<file path="src/rtl/prio_resolver.sv">
module prio_resolver #(
  parameter int N    = 8,
  parameter int CASC = 2,
  localparam int W   = $clog2(N)
) (
  input  logic         clk,
  input  logic         rst,
  input  logic [N-1:0] req_in,
  input  logic [N-1:0] mask_in,
  input  logic [N-1:0] level_sel,
  input  logic         base_wr,
  input  logic [W-1:0] base_val,
  input  logic         nest_en,
  input  logic         aeoi_en,
  input  logic         aeoi_rot_en,
  input  logic         ack,
  output logic [W-1:0] win_line,
  output logic         win_valid,
  output logic [W-1:0] base_q,
  output logic [N-1:0] req_q,
  output logic [N-1:0] isr_q
);

  logic [N-1:0] prev_q;
  logic [N-1:0] cand, isr_rank, win_hot, take;
  logic [W:0]   cand_pos, isr_pos;

  function automatic logic [W:0] first_pos(input logic [N-1:0] v, input logic [W-1:0] b);
    logic [W:0] r;
    r = (W+1)'(N);
    for (int p = N - 1; p >= 0; p--) begin
      logic [W-1:0] idx;
      idx = W'(p) + b;
      if (v[idx]) r = (W+1)'(p);
    end
    return r;
  endfunction

  assign cand     = req_q & ~mask_in;
  assign isr_rank = nest_en ? (isr_q & ~(N'(1) << CASC)) : isr_q;
  assign cand_pos = first_pos(cand, base_q);
  assign isr_pos  = first_pos(isr_rank, base_q);
  assign win_line = cand_pos[W-1:0] + base_q;
  assign win_valid = (cand_pos < isr_pos);

  assign win_hot = N'(1) << win_line;
  assign take    = (ack && win_valid) ? win_hot : '0;

  always_ff @(posedge clk) begin
    if (rst) begin
      prev_q <= '0;
      req_q  <= '0;
      isr_q  <= '0;
      base_q <= '0;
    end else begin
      prev_q <= req_in;
      for (int i = 0; i < N; i++) begin
        if (level_sel[i])
          req_q[i] <= req_in[i];
        else if (req_in[i] && !prev_q[i])
          req_q[i] <= 1'b1;
        else if (take[i])
          req_q[i] <= 1'b0;
      end
      if (!aeoi_en)
        isr_q <= isr_q | take;
      if (base_wr)
        base_q <= base_val;
      else if (ack && win_valid && aeoi_en && aeoi_rot_en)
        base_q <= win_line + W'(1);
    end
  end

endmodule

</file>
<file path="config.mk">
export PLATFORM = sky130hd
export DESIGN_NAME = prio_resolver
export DESIGN_NICKNAME = d
export VERILOG_FILES = /design/src/rtl/prio_resolver.sv
export SDC_FILE = /design/constraint.sdc
export NUM_CORES = 1
export LEC_CHECK = 0
export CAP_MARGIN = 20
export CORE_ASPECT_RATIO = 0.9
export CORE_MARGIN = 4
export CORE_UTILIZATION = 35
export DETAILED_ROUTE_END_ITERATION = 10
export GPL_TIMING_DRIVEN = 0
export PLACE_DENSITY = 0.7
export SLEW_MARGIN = 25
export SYNTH_ARGS = -nofsm -noshare
export SYNTH_HDL_FRONTEND = slang
export SYNTH_SLANG_ARGS = --single-unit
</file>
<file path="constraint.sdc">
create_clock -name clk -period 4.6 [get_ports clk]
set_input_delay 0.46 -clock clk [delete_from_list [all_inputs] [get_ports clk]]
set_output_delay 0.46 -clock clk [all_outputs]
set_load 0.01 [all_outputs]
</file>
==> impl_metrics.toml <==
[synthesis]
yosys_warnings = 0
synth_edf_count = 0
post_synth.cell_area_avg_sq_um = 9.83
synth_area_sq_um = 2390
synth_flop_cell = "dfxtp_1"
synth_compound_area_frac = 0.137
synth_fa_ha_area_frac = 0.0660
synthDistinctLibCells = 49
yosys.area_share.simple = 0.225
ys_ff_latch = 27
yosysTopAreaCell = "dfxtp_1"
synth_top_area_share = 0.226
ys_seq_area_frac = 0.226
synth_top_family_by_area = "multiplexers"
synth-xor-area-share = 0.0251
synth_nets = 289
synth_async_sr_flop_share = 0
synth.area.top_cells = "dfxtp_1 23%, mux4_2 10%, mux4_1 7.7%"
muxShareOfSynthArea = 0.262
netlist_instances = 243

[routing]
drt_iter0_drc = 83
wl_per_cell_um = 15.4
postRouteWirelength_um = 6090
viasPerCell = 5.28
route.vias.total = 2084
drc = 0
ant_nets = 0
firstDrtPassIters = 4

[grt]
grt_pass1_vias = 2075
grt_usage = 0.152
antenna_found_initial = 0
overflow = 0
grt_pass1_wl_um = 9960
grt_max_degree = 16

[clock_tree]
h-tree-depth = 1
clock_latency_ns = 0.27
postCtsHoldBufs = 0
cts_buffers = 3
cts-root-buf = "clkbuf_8"
clockBufferDepth = 2
clk_pin_slew_ns = 0.09
cts_tree = "built"
cts_sinks = 27

[die]
initial_core_util = 0.361
die_h_um = 86.4
die_w_um = 95.1
core-area_sq_um = 6620
dieArea_sq_um = 8210
rows = 28
ios = 57

[cells_and_area]
nNetsFinal = 352
drive_gt1_frac = 0.170
fin_cells = 395
area_growth_pct = 33.3
diodes = 0
final_util = 0.481
layout_common_cells = "56 x clkdlybuf4s50_1, 25 x dfxtp_1, 22 x nor2b_1"
final_common_cell = "clkdlybuf4s50_1"
nFillCells = 627

[status]
outcome = "complete, no violations"

[critical_path]
crit_arrival_ns = 3.91
crit_type = "reg2out"
worstPathMaxFanout = 8
crit_required_ns = 4.14
reg2reg_depth = 16
crit_start = "base_q[1]$_SDFFE_PP0P_"
r2r_slack_ns = 0.54
r2r-start = "base_q[1]$_SDFFE_PP0P_"
critPathCaptureType = "output pin"
timing.rr.end = "req_q[7]$_SDFFE_PP0P_"
worstSetupEndpoint = "win_valid"
start_kind = "flip-flop"

[power_and_ir_drop]
p_per_area_nw_per_um2 = 498
finalPower_mw = 1.59
leakage_nw = 1.24
vdd_drop_max_v = 0.000378

[timing]
slew_viol_final = 0
slew_headroom = 0.641
worst_pin_slew_ns = 0.538
skew_ns = 0.00482
tns_ns = 0
hold_viol = 0
timing.final.crit_share = 0.950
clock.fmax_ghz = 0.229
period_needed_ns = 4.37
hold_slack_ns = 0.505
setup_viol = 0

[min_path]
holdCritPathClass = "reg2reg"

[placed_design]
port_buffers = 56
hpwl_um = 4940
dp_cells = 389
gp_congestion = 0.831

[job]
cap_viol_max_count = 0
-- kinds of logic (layout without fill, tap and decap cells) --
| logic type | count (synthesis) | after routing |
|---|---|---|
| AOI/OAI and AO/OA | 42 | 42 |
| xor gates and xnor gates | 6 | 6 |
| adders and majority gates | 12 | 12 |
| buffers and inverters | 24 | 86 |
| DFF | 27 | 27 |
| muxes | 36 | 36 |
| and+or+nand+nor | 96 | 96 |
-- cell type report --
cell class,count,area [sq um],share of cell area
Multi-Input combinational cell,192,1750,0.550
Timing Repair Buffer,59,583,0.183
Sequential cell,27,548,0.172
Tap cell,90,113,0.0354
Buffer,7,73.8,0.0232
Inverter,16,67.6,0.0212
Clock buffer,3,41.3,0.0130
Clock inverter,1,5.00,0.00157
-- worst max-delay path, cell delays in order (launching register included) --
cell and delay [ns]:
dfxtp_4 0.40, clkinv_4 0.11, ha_4 0.19, xnor2_1 0.33, mux4_2 0.60, nand2_1 0.08
a31o_2 0.14, and3_1 0.19, ha_1 0.24, o21a_1 0.16, o21ai_0 0.14, nand2b_1 0.14
o211ai_2 0.12, nand2_1 0.07, a21oi_1 0.14, clkdlybuf4s50_1 0.56
-- state kept, by name (all words and copies together) (netlist names) --
signal	count
req_q	8
isr_q	8
prev_q	8
base_q	3
-- stage by stage --
stage / instance area, sq um / setup slack, ns
6_report: 3180 / 0.232
5_1_grt: 3180 / -0.0107
4_1_cts: 3130 / 0.0385
3_5_place_dp: 3060 / -0.387
3_3_place_gp: 3060 / -0.339
2_1_floorplan: 2390 / 0.399
-- metal layers --
| metal | global-route usage | share of wire | wire (um) | up-vias |
|---|---|---|---|---|
| li1 | - | - | - | 1025 |
| met1 | 0.210 | 0.46 | 2830 | 998 |
| met2 | 0.250 | 0.49 | 2960 | 51 |
| met3 | 0.0191 | 0.034 | 208 | 10 |
| met4 | 0.0433 | 0.016 | 95 | 0 |
| met5 | 0 | 0 | 0 | - |
-- power by group --
part / total (mW) / internal (mW) / leakage [nW] / switching (mW)
clock: 0.132 / 0.0606 / 0.0255 / 0.0714
sequential: 0.300 / 0.262 / 0.224 / 0.0380
combinational: 1.15 / 0.553 / 0.987 / 0.600
-- worst min path at each step --
| stage | start | cells past startpoint | end | slack [ns] |
|---|---|---|---|---|
| floorplan | prev_q[7]$_SDFF_PP0_ | 2 | req_q[7]$_SDFFE_PP0P_ | 0.47 |
| detailed placement | prev_q[7]$_SDFF_PP0_ | 2 | req_q[7]$_SDFFE_PP0P_ | 0.49 |
| finish | prev_q[7]$_SDFF_PP0_ | 2 | req_q[7]$_SDFFE_PP0P_ | 0.51 |
| CTS | prev_q[7]$_SDFF_PP0_ | 2 | req_q[7]$_SDFFE_PP0P_ | 0.51 |
| global placement | prev_q[7]$_SDFF_PP0_ | 2 | req_q[7]$_SDFFE_PP0P_ | 0.47 |
| global route | prev_q[7]$_SDFF_PP0_ | 2 | req_q[7]$_SDFFE_PP0P_ | 0.53 |
-- cell usage after synthesis, types with 2 or more instances --
cell type,number
a2111o_1,2
o21ai_0,12
nor2_1,12
o21ba_2,2
a21oi_1,2
xnor2_1,3
nand2_1,15
o21ba_1,2
mux4_2,11
inv_1,13
a32o_1,4
mux4_1,7
a31oi_1,4
o211ai_1,3
nor2b_1,24
nor3_1,6
nand2b_1,14
nor3b_1,7
a211oi_1,2
clkinv_1,2
xor2_1,2
nand4_1,3
buf_6,5
dfxtp_1,27
mux2i_1,15
ha_1,11
clkbuf_1,2
nand3_1,9
mux2_2,2
-- what timing repair did --
action | 4_1_cts | 5_1_grt
buffers inserted | 0 | 3
setup endpoints to repair | 11 | 3
resized for setup | 7 | 10
Note: power is estimated with default switching activity, not from simulation.
